`config.mk`:
```
export PLATFORM = sky130hd
export DESIGN_NAME = lpm_clk_ctrl
export DESIGN_NICKNAME = d
export VERILOG_FILES = /design/src/rtl/lpm_pkg.sv /design/src/rtl/lpm_mcyc_div.sv /design/src/rtl/lpm_edge_sync.sv /design/src/rtl/lpm_mode_fsm.sv /design/src/rtl/lpm_clk_ctrl.sv
export SDC_FILE = /design/constraint.sdc
export NUM_CORES = 1
export LEC_CHECK = 0
export BUFFER_PORTS_ARGS = -buffer_cell sky130_fd_sc_hd__buf_4
export CAP_MARGIN = 20
export CORE_MARGIN = 4
export CORE_UTILIZATION = 35
export DETAILED_ROUTE_END_ITERATION = 16
export PLACE_DENSITY = 0.68
export REMOVE_ABC_BUFFERS = 1
export SYNTH_ARGS = -nofsm -noshare
export SYNTH_HDL_FRONTEND = slang
export SYNTH_SLANG_ARGS = --single-unit
export TNS_END_PERCENT = 10
```
`constraint.sdc`:
```
create_clock -name clk_i -period 1.55 [get_ports clk_i]
set_input_delay 0.155 -clock clk_i [delete_from_list [all_inputs] [get_ports clk_i]]
set_output_delay 0.155 -clock clk_i [all_outputs]
set_load 0.01 [all_outputs]
```
`src/rtl/lpm_pkg.sv`:
```
package lpm_pkg;
  typedef enum logic [2:0] {
    MODE_RUN   = 3'b001,
    MODE_LIGHT = 3'b010,
    MODE_DEEP  = 3'b100
  } mode_e;
endpackage

```
`src/rtl/lpm_mcyc_div.sv`:
```
module lpm_mcyc_div #(
  parameter int DIV = 4
) (
  input  logic clk_i,
  input  logic rst_ni,
  output logic stb_o
);
  localparam int CW = (DIV > 2) ? $clog2(DIV) : 1;
  localparam logic [CW-1:0] LAST = CW'(DIV - 1);

  logic [CW-1:0] cnt_q;

  always_ff @(posedge clk_i or negedge rst_ni) begin
    if (!rst_ni)            cnt_q <= '0;
    else if (cnt_q == LAST) cnt_q <= '0;
    else                    cnt_q <= cnt_q + 1'b1;
  end

  assign stb_o = (cnt_q == LAST);
endmodule

```
`src/rtl/lpm_edge_sync.sv`:
```
module lpm_edge_sync #(
  parameter int STAGES = 2
) (
  input  logic clk_i,
  input  logic rst_ni,
  input  logic d_i,
  input  logic arm_i,
  output logic fall_o
);
  logic [STAGES-1:0] sync_q;
  logic              prev_q;

  generate
    if (STAGES == 1) begin : g_one
      always_ff @(posedge clk_i or negedge rst_ni) begin
        if (!rst_ni) sync_q <= '0;
        else         sync_q <= d_i;
      end
    end else begin : g_chain
      always_ff @(posedge clk_i or negedge rst_ni) begin
        if (!rst_ni) sync_q <= '0;
        else         sync_q <= {sync_q[STAGES-2:0], d_i};
      end
    end
  endgenerate

  always_ff @(posedge clk_i or negedge rst_ni) begin
    if (!rst_ni) prev_q <= 1'b0;
    else         prev_q <= sync_q[STAGES-1];
  end

  // only meaningful while the deep-idle exit is armed
  assign fall_o = arm_i & prev_q & ~sync_q[STAGES-1];
endmodule

```
`src/rtl/lpm_mode_fsm.sv`:
```
module lpm_mode_fsm
  import lpm_pkg::*;
(
  input  logic  clk_i,
  input  logic  rst_ni,
  input  logic  idle_req_i,
  input  logic  halt_req_i,
  input  logic  irq_any_i,
  input  logic  tbt_fall_i,
  input  logic  imf_i,
  input  logic  tbt_en_i,
  output mode_e mode_o,
  output logic  resume_o,
  output logic  tbt_set_o
);
  mode_e mode_q, mode_d;
  logic  resume_q, resume_d;
  logic  tbt_set_q, tbt_set_d;
  logic  tbt_lat_q, tbt_lat_d;

  always_comb begin
    mode_d    = mode_q;
    resume_d  = resume_q;
    tbt_set_d = 1'b0;
    tbt_lat_d = tbt_lat_q;
    unique case (mode_q)
      MODE_RUN: begin
        if (halt_req_i) begin
          mode_d    = MODE_DEEP;
          tbt_lat_d = tbt_en_i;
        end else if (idle_req_i) begin
          mode_d = MODE_LIGHT;
        end
      end
      MODE_LIGHT: begin
        if (irq_any_i) begin
          mode_d   = MODE_RUN;
          resume_d = imf_i;
        end
      end
      MODE_DEEP: begin
        if (tbt_fall_i) begin
          mode_d    = MODE_RUN;
          resume_d  = imf_i;
          tbt_set_d = tbt_lat_q;
        end
      end
      default: mode_d = MODE_RUN;
    endcase
  end

  always_ff @(posedge clk_i or negedge rst_ni) begin
    if (!rst_ni) begin
      mode_q    <= MODE_RUN;
      resume_q  <= 1'b0;
      tbt_set_q <= 1'b0;
      tbt_lat_q <= 1'b0;
    end else begin
      mode_q    <= mode_d;
      resume_q  <= resume_d;
      tbt_set_q <= tbt_set_d;
      tbt_lat_q <= tbt_lat_d;
    end
  end

  assign mode_o    = mode_q;
  assign resume_o  = resume_q;
  assign tbt_set_o = tbt_set_q;
endmodule

```
`src/rtl/lpm_clk_ctrl.sv`:
```
module lpm_clk_ctrl
  import lpm_pkg::*;
#(
  parameter int NUM_IRQ     = 8,
  parameter int MCYC_DIV    = 4,
  parameter int SYNC_STAGES = 2
) (
  input  logic               clk_i,
  input  logic               rst_ni,
  input  logic               idle_req_i,
  input  logic               halt_req_i,
  input  logic               imf_i,
  input  logic [NUM_IRQ-1:0] irq_pend_i,
  input  logic               tbt_src_i,
  input  logic               tbt_en_i,
  output logic               mcyc_stb_o,
  output logic               cpu_clk_en_o,
  output logic               periph_clk_en_o,
  output logic               tbt_clk_en_o,
  output logic               tbt_irq_set_o,
  output logic               resume_take_irq_o
);
  mode_e mode;
  logic  tbt_fall;
  logic  irq_any;

  assign irq_any = |irq_pend_i;

  lpm_mcyc_div #(.DIV(MCYC_DIV)) u_div (
    .clk_i  (clk_i),
    .rst_ni (rst_ni),
    .stb_o  (mcyc_stb_o)
  );

  lpm_edge_sync #(.STAGES(SYNC_STAGES)) u_tbt_sync (
    .clk_i  (clk_i),
    .rst_ni (rst_ni),
    .d_i    (tbt_src_i),
    .arm_i  (mode == MODE_DEEP),
    .fall_o (tbt_fall)
  );

  lpm_mode_fsm u_fsm (
    .clk_i      (clk_i),
    .rst_ni     (rst_ni),
    .idle_req_i (idle_req_i),
    .halt_req_i (halt_req_i),
    .irq_any_i  (irq_any),
    .tbt_fall_i (tbt_fall),
    .imf_i      (imf_i),
    .tbt_en_i   (tbt_en_i),
    .mode_o     (mode),
    .resume_o   (resume_take_irq_o),
    .tbt_set_o  (tbt_irq_set_o)
  );

  assign cpu_clk_en_o    = (mode == MODE_RUN);
  assign periph_clk_en_o = (mode != MODE_DEEP);
  assign tbt_clk_en_o    = 1'b1;
endmodule

```
After elaboration in Yosys (flattened, before gate mapping)
Index checks and enable logic that the tools add are counted.

Flip-flop bits (word level): 11. Input port bits: 15. Word-level logic and storage cells: 35.

Add/sub/neg operators: 1. Eq/ne operators: 8. Mux-type cells: 11. Bitwise logic cells: 3. Reduce and logical (&&, ||, !) cells: 5.

Operators with widths (number): $mux W3 (4); $pmux W3 S3 (1); $reduce_or A8 Y1 (1); $ne A3 B3 Y1 const B (2); $reduce_and A3 Y1 (2); $mux W1 (4); $ne A2 B2 Y1 const B (2); $eq A3 B1 Y1 const B (1); $eq A3 B2 Y1 const B (1); $eq A3 B3 Y1 const B (1); $add A2 B1 Y2 const B (1); $and A1 B1 Y1 (2); $eq A2 B2 Y1 const B (1); $mux W2 (1); $pmux W1 S2 (1); $reduce_and A2 Y1 (1); $reduce_bool A2 Y1 (1); $not A1 Y1 (1).

Logic depth before layout (Yosys ltp)
Gate-level depths: netlist (run 1).

Depth after elaboration: 5. Depth in mapped cells: 4. Mapped depth without buffers: 4.

By module
Synthesis (run 1) repeated with hierarchy kept, for this count alone.

Cell total of the unflattened synthesis: 43. Area, all modules: 491.7 um2.

By module, submodules not included: lpm_mode_fsm (instances 1, cells an instance 26, area an instance 292.8 um2); lpm_edge_sync (instances 1, cells an instance 4, area an instance 83.8 um2); lpm_mcyc_div (instances 1, cells an instance 4, area an instance 66.3 um2); lpm_clk_ctrl (instances 1, cells an instance 9, area an instance 48.8 um2).

Least setup slack after synthesis (run 1)
OpenSTA, ideal clock, no wires.

Path kind: reg-to-reg. From: reg u_tbt_sync.sync_q[1]. To: reg u_fsm.resume_q (netlist: u_fsm.resume_o). Setup time: 0.125 ns. Arrival: 1.078 ns. Setup slack: 0.347 ns. Cell stages (with the launch flop): 5. Path buffers: 0. Cells stage by stage: dfrtp_1 -> nand2b_1 -> a31oi_1 -> nand3_1 -> mux2_4.

Word-level cells in the longest chain between the ends: 4.

RTL lines: start: declaration (RTL line lpm_edge_sync.sv:10) `logic [STAGES-1:0] sync_q;`; start signal: assignment (RTL line lpm_edge_sync.sv:22) `else sync_q <= {sync_q[STAGES-2:0], d_i};`; $not A1 Y1 (RTL line lpm_edge_sync.sv:33) `assign fall_o = arm_i & prev_q & ~sync_q[STAGES-1];`; $and A1 B1 Y1 (RTL line lpm_edge_sync.sv:33); $ne A2 B2 Y1 (no source line); $reduce_and A3 Y1 (no source line); end signal: assignment (RTL line lpm_mode_fsm.sv:60) `resume_q <= resume_d;`; end: declaration (RTL line lpm_mode_fsm.sv:17) `logic resume_q, resume_d;`.

Every way passes these cells. A chain may end at the register's enable or synchronous reset.

Worst setup path in the final report (run 1)
From: reg u_fsm.mode_q[2] (netlist: u_fsm.mode_o[2]). To: out cpu_clk_en_o.

Word-level cells in the longest chain between the ends: 1.

RTL lines: start: declaration (RTL line lpm_mode_fsm.sv:16) `mode_e mode_q, mode_d;`; start signal: assignment (RTL line lpm_mode_fsm.sv:59) `mode_q <= mode_d;`; $eq A3 B1 Y1 (RTL line lpm_clk_ctrl.sv:57) `assign cpu_clk_en_o = (mode == MODE_RUN);`; end: declaration (RTL line lpm_clk_ctrl.sv:17) `output logic cpu_clk_en_o,`.

Every way passes these cells.

==> reports/metrics.sh, run 1 <==
GRT_FIRST_PASS_WIRELENGTH_UM=1476
FULL_DIE_AREA_MM2=0.001977
MIN_PATH_TYPE='in -> reg'
ENDPOINT_KIND='output pin'
AVGROUTEDWIREPERCELL_UM=11.27
WORST_EP_ARRIVAL_TIME_NS=1.12
PATH_CLK_SLEW_NS=0.07
CRITICAL_PATH_REQUIRED_NS=1.39
SYNTH_XOR_AREA_FRAC=0.01882
HOLD_VIOL=0
DRV_SLEW=0
PLACE_CONGESTION=0.7187
NUMBER_OF_DRC_MARKERS_AFTER_THE_INITIAL_DETAILED_ROUTE_ITERATION=0
NUM_ROWS=12
CRITPATHKIND='reg -> out'
WORSTSKEWPAIRLATENCY_NS=0.26
LAYOUT_WORST_PATH_CYCLE_SHARE=0.8217
POST_DRT_VIA_CELL_RATIO=4.693
SYNTH_WARNINGS=0
DETAILEDPLACEMENTHPWL_UM=699.7
SYNTH_TOP_FAMILY_BY_AREA='simple AND/OR/NAND/NOR gates'
TRACK_USAGE=0.1047
YS_SEQ_ELEMENTS=11
GLOBALROUTEOVERFLOWTOTAL=0
TOP_LAYER_USED='met3'
NUMBER_OF_PORT_BUFFERS=19
MET2_LENGTH_UM=355
CTS_TREE='yes'
START_POINT_OF_THE_WORST_HOLD_PATH='imf_i'
DRT_PASS1_ITERATIONS=1
POSTCTSSETUPBUFFERS=0
COUNT_OF_VIAS_PLACED_BY_THE_DETAILED_ROUTER=352
POST-LAYOUT-TOTAL-POWER_W=0.0008846
CTS_BUFFERS=3
YOSYS.CELL_TYPES.COUNT=22
WIRELENGTH_UM=845
WORST_CASE_CLOCK_BUFFER_DEPTH=2
ROUTE.MET3.WL_UM=104
HTREE_LEVELS=1
CRITICAL_PATH.REG2REG.STARTPOINT='u_tbt_sync.sync_q[1]$_DFF_PN0_'
TOP_LEVEL_PORTS=21
CTS.SINK_COUNT=11
NUMBER_OF_GLOBAL_ROUTE_VIAS_BEFORE_REPAIR=351
FP.DIEW_UM=44.47
POWER_DENSITY_mW_PER_MM2=1331
FMAXACHIEVABLE_GHz=0.7851
ANT_NETS=0
SYNTHESIS.INSTANCES=37
CLOCKROOTBUFFER='sky130_fd_sc_hd__clkbuf_4'
SYNTH-COMPOUND-AREA-SHARE=0.07258
LAYOUT_COMMONEST_CELL='sky130_fd_sc_hd__buf_4'
DRT_DRC_VIOLATIONS_LEFT=0
FINISH.INSTANCE_AREA_UM2=664.4
ADDER_CELL_FRACTION_OF_SYNTH_AREA=0.02688
UTILIZATION=0.5673
CORE-AREA_MM2=0.001171
SEQUENTIAL_CELL_AREA_FRACTION_IN_THE_YOSYS_REPORT=0.5941
POWER.LEAKAGE_nW=0.3147
MAX-VDD-IR-DROP_mV=0.6154
GRT_ANTENNA_BEFORE_REPAIR=0
N_ANTENNA_CELL=0
SYNTH_SIMPLE_GATE_AREA_SHARE=0.1989
SETUP-TNS-FINAL_NS=0
PIN_COUNT_OF_THE_BIGGEST_NET_ENTERING_GLOBAL_ROUTING=12
LAYOUT-AREA-OVERHEAD-VS-SYNTH_PCT=42.74
PATH_MAX_FANOUT=5
MIN_PERIOD_NS=1.274
LAUNCH_POINT_OF_THE_WORST_PATH='u_fsm.mode_o[2]$_DFFE_PN0P_'
DRIVE_ABOVE_1_SHARE=0.4754
OUTCOME='finished clean'
SETUP.WORST_PATH.START_CLASS='flip-flop'
SETUP_VIOL=0
FINAL_CLOCK_SKEW_NS=0.003427
SYNTHESIS.AREA_PER_INSTANCE_UM2=12.58
ROUTEDLENGTHMET1_UM=385
MOSTFREQUENTLAYOUTCELLS='sky130_fd_sc_hd__buf_4 (19), sky130_fd_sc_hd__dfrtp_1 (10), sky130_fd_sc_hd__nor2_1 (3), sky130_fd_sc_hd__clkbuf_4 (3)'
PLACED_CELL_AREA_UM2=618.1
HOLD_SLACK_NS=0.1254
YOSYS-MUX-AREA-FRACTION=0.05645
DIE_HEIGHT_UM=44.47
FINAL_NETS=78
RSZ0062_AT_GRT='no'
FLOORPLAN.INITIALDENSITY=0.3974
SYN-CELL-AREA_UM2=465.4
MAX_CAP_VIOLATIONS=0
==> through the flow <==
| step | setup slack, ns | std cells |
|---|---|---|
| detailed placement | 0.2657 | 69 |
| global route | 0.1736 | 75 |
| CTS | 0.2716 | 75 |
| global placement | 0.2701 | 69 |
| floorplan | 0.3466 | 36 |
| finish | 0.2763 | 75 |
==> kinds of logic after synthesis <==
group                    Yosys count
adder cells (fa/ha/maj)            1
flip-flops                        11
AO/OA/AOI/OAI                      5
multiplexers                       2
other                              1
AND/OR/NAND/NOR                   14
buffers and inverters              2
XOR/XNOR                           1
==> critical path, cell delays in order (launching register included) <==
cell	delay, ns
sky130_fd_sc_hd__dfrtp_1	0.43
sky130_fd_sc_hd__nor2_1	0.13
sky130_fd_sc_hd__and2_2	0.18
sky130_fd_sc_hd__buf_4	0.12
==> sequential cells by signal (all words and copies together), names as in the netlist <==
signal and count:
u_fsm.mode_o 3, u_fsm.tbt_set_o 1, u_div.cnt_q 2, u_fsm.tbt_lat_q 1, u_tbt_sync.sync_q 2, u_tbt_sync.prev_q 1
u_fsm.resume_o 1
==> layer usage <==
layer / up-vias / global-route usage
li1: 177 / -
met4: 0 / 0.05422
met3: 0 / 0.04472
met2: 16 / 0.1461
met1: 159 / 0.1357
met5: - / 0
==> what timing repair did <==
item                                    4_1_cts  5_1_grt
gates resized for setup                       0        0
endpoints found under the setup margin        0        0
hold buffers                                  2        0
hold endpoints to repair                     12        0
==> where the power goes <==
group | leakage [nW] | internal [W] | switching, W
Clock | 0.0150 | 0.0000993 | 0.0000866
Sequential | 0.133 | 0.000359 | 0.0000490
Combinational | 0.166 | 0.000176 | 0.000115
Total | 0.315 | 0.000634 | 0.000251
==> final cells by class <==
class                      count  area [µm²]
inverter                       1       3.754
timing repair buffer          21       162.7
tap                           14       17.52
clock buffer                   4       26.28
fill                         110       506.7
sequential                    11       276.5
multi-input combinational     24       177.7
==> final timing paths <==
kind,endpoint,slack (ns),cells after the start
setup reg to reg,u_fsm.resume_o$_DFFE_PN0P_,0.28,4
hold / removal,u_fsm.resume_o$_DFFE_PN0P_,0.13,2
hold reg to reg,u_tbt_sync.sync_q[1]$_DFF_PN0_,0.36,0
max in group asynchronous,u_fsm.mode_o[0]$_DFFE_PN1P_,1.06,2
setup / recovery,cpu_clk_en_o,0.28,3
min in group asynchronous,u_tbt_sync.sync_q[0]$_DFF_PN0_,0.27,2
==> synth_stat cells <==
master	n	area (µm²)
sky130_fd_sc_hd__mux2_2	1	11.26
sky130_fd_sc_hd__a22o_2	1	10.01
sky130_fd_sc_hd__o21ai_0	2	10.01
sky130_fd_sc_hd__a31oi_1	1	6.260
sky130_fd_sc_hd__mux2_4	1	15.01
sky130_fd_sc_hd__xor2_1	1	8.760
sky130_fd_sc_hd__dfrtp_1	10	250.2
sky130_fd_sc_hd__buf_4	1	7.510
sky130_fd_sc_hd__nand3b_1	2	15.01
sky130_fd_sc_hd__inv_1	1	3.750
sky130_fd_sc_hd__nand3_1	1	5.000
sky130_fd_sc_hd__nor2_1	3	11.26
sky130_fd_sc_hd__ha_1	1	12.51
sky130_fd_sc_hd__dfstp_2	1	26.28
sky130_fd_sc_hd__nand2b_1	1	6.260
sky130_fd_sc_hd__nand4b_1	1	8.760
sky130_fd_sc_hd__and2_2	1	7.510
sky130_fd_sc_hd__nand2_1	2	7.510
sky130_fd_sc_hd__nor4_2	2	25.02
sky130_fd_sc_hd__o31ai_1	1	7.510
sky130_fd_sc_hd__conb_1	1	3.750
sky130_fd_sc_hd__nor2b_1	1	6.260
Power figures use the tool's default switching activity.
==> run 2: changes to the inputs <==
==> constraint.sdc (replaced) <==
create_clock -name clk_i -period 1.3 [get_ports clk_i]
set_input_delay 0.13 -clock clk_i [delete_from_list [all_inputs] [get_ports clk_i]]
set_output_delay 0.13 -clock clk_i [all_outputs]
set_load 0.01 [all_outputs]
==> run 2 against run 1 <==
Compared with the run above:
- the flow now finishes with violations (setup timing)
- first-iteration DRC count unchanged
- flip-flop and latch count unchanged
- sequential power up 23%
- via count unchanged
- design area up 4.0%
- sequential share of layout area down 1.4 points
- global-route usage up 0.82 points
- critical endpoint is now u_fsm.resume_o$_DFFE_PN0P_
==> reports/metrics.sh, run 2 (same netlist as run 1, synthesis figures left out) <==
OUTCOME='complete, but fails checks'
VIOLATIONS_IN_THE_FINAL_REPORTS='setup timing'
PLACE_CONGESTION=0.7162
CRITPATHKIND='reg -> reg'
CLOCKROOTBUFFER='sky130_fd_sc_hd__clkbuf_4'
COUNT_OF_VIAS_PLACED_BY_THE_DETAILED_ROUTER=352
DETAILEDPLACEMENTHPWL_UM=722.8
MOSTFREQUENTLAYOUTCELLS='sky130_fd_sc_hd__buf_4 (20), sky130_fd_sc_hd__dfrtp_1 (9), sky130_fd_sc_hd__clkbuf_4 (3)'
GRT_FIRST_PASS_WIRELENGTH_UM=1614
PATH_MAX_FANOUT=3
PATH_CLK_SLEW_NS=0.07
LAYOUT-AREA-OVERHEAD-VS-SYNTH_PCT=48.39
HTREE_LEVELS=1
WORSTREGTOREGCELLS=4
WORST_EP_ARRIVAL_TIME_NS=1.45
START_POINT_OF_THE_WORST_HOLD_PATH='imf_i'
LOGIC_PWR_SHARE=0.341
MAX_CAP_VIOLATIONS=0
LAYOUT_COMMONEST_CELL='sky130_fd_sc_hd__buf_4'
P_SEQ_FRAC=0.456
SETUP_VIOL=1
CRITICAL_PATH.REG2REG.STARTPOINT='u_tbt_sync.sync_q[1]$_DFF_PN0_'
DRT_DRC_VIOLATIONS_LEFT=0
FULL_DIE_AREA_MM2=0.001977
P_SWITCHING_W=0.0003218
DRT_PASS1_ITERATIONS=1
LAYOUT_WORST_PATH_CYCLE_SHARE=1.001
POWER.LEAKAGE_nW=0.3257
CRITICAL_PATH_REQUIRED_NS=1.45
HOLD_SLACK_NS=0.09692
CTS.SINK_COUNT=11
DPL_WORST_SLACK_NS=0.02773
WORSTSKEWPAIRLATENCY_NS=0.26
POWER_DENSITY_mW_PER_MM2=1593
DIE_HEIGHT_UM=44.47
MIN_PATH_CELLS=2
DRIVE_ABOVE_1_SHARE=0.5484
POST_DRT_VIA_CELL_RATIO=4.632
WORST_HOLD_PATH.ENDPOINT='u_fsm.resume_o$_DFFE_PN0P_'
RSZ0062_AT_GRT='yes'
WIRELENGTH_UM=948
HOLD_VIOL=0
MAX-VDD-IR-DROP_mV=0.8659
MIN_PATH_TYPE='in -> reg'
MIN_PERIOD_NS=1.302
GRT_ANTENNA_BEFORE_REPAIR=0
ENDPOINT_KIND='flip-flop'
TRACK_USAGE=0.1129
AVGROUTEDWIREPERCELL_UM=12.47
POWER.SWITCHING_FRACTION=0.2924
NUMBER_OF_DRC_MARKERS_AFTER_THE_INITIAL_DETAILED_ROUTE_ITERATION=0
WORST_R2R_ENDPOINT='u_fsm.resume_o$_DFFE_PN0P_'
FINAL_NETS=79
ANT_NETS=0
FINAL_CLOCK_SKEW_NS=0.001194
NUMBER_OF_GLOBAL_ROUTE_VIAS_BEFORE_REPAIR=385
FINALNONFILLERCELLS=76
DRV_SLEW=0
CORE-AREA_MM2=0.001171
SETUP.REG_TO_REG.WORST_SLACK_NS=-0.002
TOP_LEVEL_PORTS=21
FP.DIEW_UM=44.47
INTPOWER_W=0.0007787
SETUP.WORST_PATH.START_CLASS='flip-flop'
PIN_COUNT_OF_THE_BIGGEST_NET_ENTERING_GLOBAL_ROUTING=12
WORST_CASE_CLOCK_BUFFER_DEPTH=2
SETUP_SLACK_NS=-0.001670
FLOORPLAN.INITIALDENSITY=0.3974
POST-PLACE-CELLS=70
FILLERINSTANCES=102
N_ANTENNA_CELL=0
CTS_TREE='yes'
NUMBER_OF_PORT_BUFFERS=19
FMAXACHIEVABLE_GHz=0.7682
CLOCK_POWER_SHARE=0.203
POSTCTSSETUPBUFFERS=0
CTS_BUFFERS=3
NUM_ROWS=12
LARGEST_REG_FLOPS=3
GLOBALROUTEOVERFLOWTOTAL=0
==> run 2: cell count changes in the layout (fill, tap and decap cells not counted) <==
cell | previous run | this run
sky130_fd_sc_hd__and2_2 | 1 | 0
sky130_fd_sc_hd__dfrtp_1 | 10 | 9
sky130_fd_sc_hd__a31oi_1 | 1 | 0
sky130_fd_sc_hd__buf_4 | 19 | 20
sky130_fd_sc_hd__and2_4 | 0 | 1
sky130_fd_sc_hd__dfrtp_2 | 0 | 1
sky130_fd_sc_hd__nand2b_1 | 1 | 0
sky130_fd_sc_hd__nor2_1 | 3 | 2
sky130_fd_sc_hd__nor2_2 | 0 | 1
sky130_fd_sc_hd__a31oi_2 | 0 | 1
sky130_fd_sc_hd__nand2b_4 | 0 | 1
==> run 2: worst max path at each step <==
stage	startpoint	cells after the start	to
after floorplan	u_tbt_sync.sync_q[1]$_DFF_PN0_	4	u_fsm.resume_o$_DFFE_PN0P_
after global placement	u_tbt_sync.sync_q[1]$_DFF_PN0_	4	u_fsm.resume_o$_DFFE_PN0P_
after detailed placement	u_tbt_sync.sync_q[1]$_DFF_PN0_	4	u_fsm.resume_o$_DFFE_PN0P_
after CTS	u_tbt_sync.sync_q[1]$_DFF_PN0_	4	u_fsm.resume_o$_DFFE_PN0P_
after global routing	u_tbt_sync.sync_q[1]$_DFF_PN0_	4	u_fsm.resume_o$_DFFE_PN0P_
final	u_tbt_sync.sync_q[1]$_DFF_PN0_	4	u_fsm.resume_o$_DFFE_PN0P_
==> run 2: final cells by class <==
type	instances	area, µm²	share of cell area
clock buffer	4	26.28	0.03804
multi-input combinational	24	195.2	0.2826
inverter	1	3.754	0.005435
sequential	11	277.8	0.4022
tap	14	17.52	0.02536
timing repair buffer	22	170.2	0.2464
==> run 2: stage by stage <==
step,TNS (ns),total power (W),instance area [µm²],utilization
finish,-0.001670,0.001100,690.7,0.5897
CTS,0,0.001080,671.9,0.5737
global placement,0,0.0008387,625.6,0.5342
global route,-0.03408,0.001186,690.7,0.5897
floorplan,0,0.0006919,457.9,-
detailed placement,0,0.0008420,625.6,0.5342
==> run 2: routing by layer <==
metal / vias to the layer above / GRT usage / share of wire
met4: 0 / 0.07229 / 0
met5: - / 0 / 0
met1: 157 / 0.1350 / 0.43
li1: 179 / - / -
met2: 16 / 0.1633 / 0.46
met3: 0 / 0.04878 / 0.11
==> run 2: power by group through the flow <==
stage / sequential (W) / combinational, W / clock [W]
floorplan: 0.000488 / 0.000204 / 0
global placement: 0.000496 / 0.000343 / 0
detailed placement: 0.000495 / 0.000347 / 0
CTS: 0.000488 / 0.000353 / 0.000239
global route: 0.000517 / 0.000414 / 0.000254
finish: 0.000502 / 0.000375 / 0.000224
==> run 2: worst max-delay path, stage by stage (launching register included) <==
cell                       delay (ns)
sky130_fd_sc_hd__dfrtp_1         0.40
sky130_fd_sc_hd__nand2b_4        0.15
sky130_fd_sc_hd__a31oi_2         0.20
sky130_fd_sc_hd__nand3_1         0.13
sky130_fd_sc_hd__mux2_4          0.31
==> run 2: repair_timing <==
action                                  4_1_cts  5_1_grt
endpoints found under the hold margin        12        0
resized for setup                             0        5
endpoints found under the setup margin        0        3
hold buffers                                  2        0
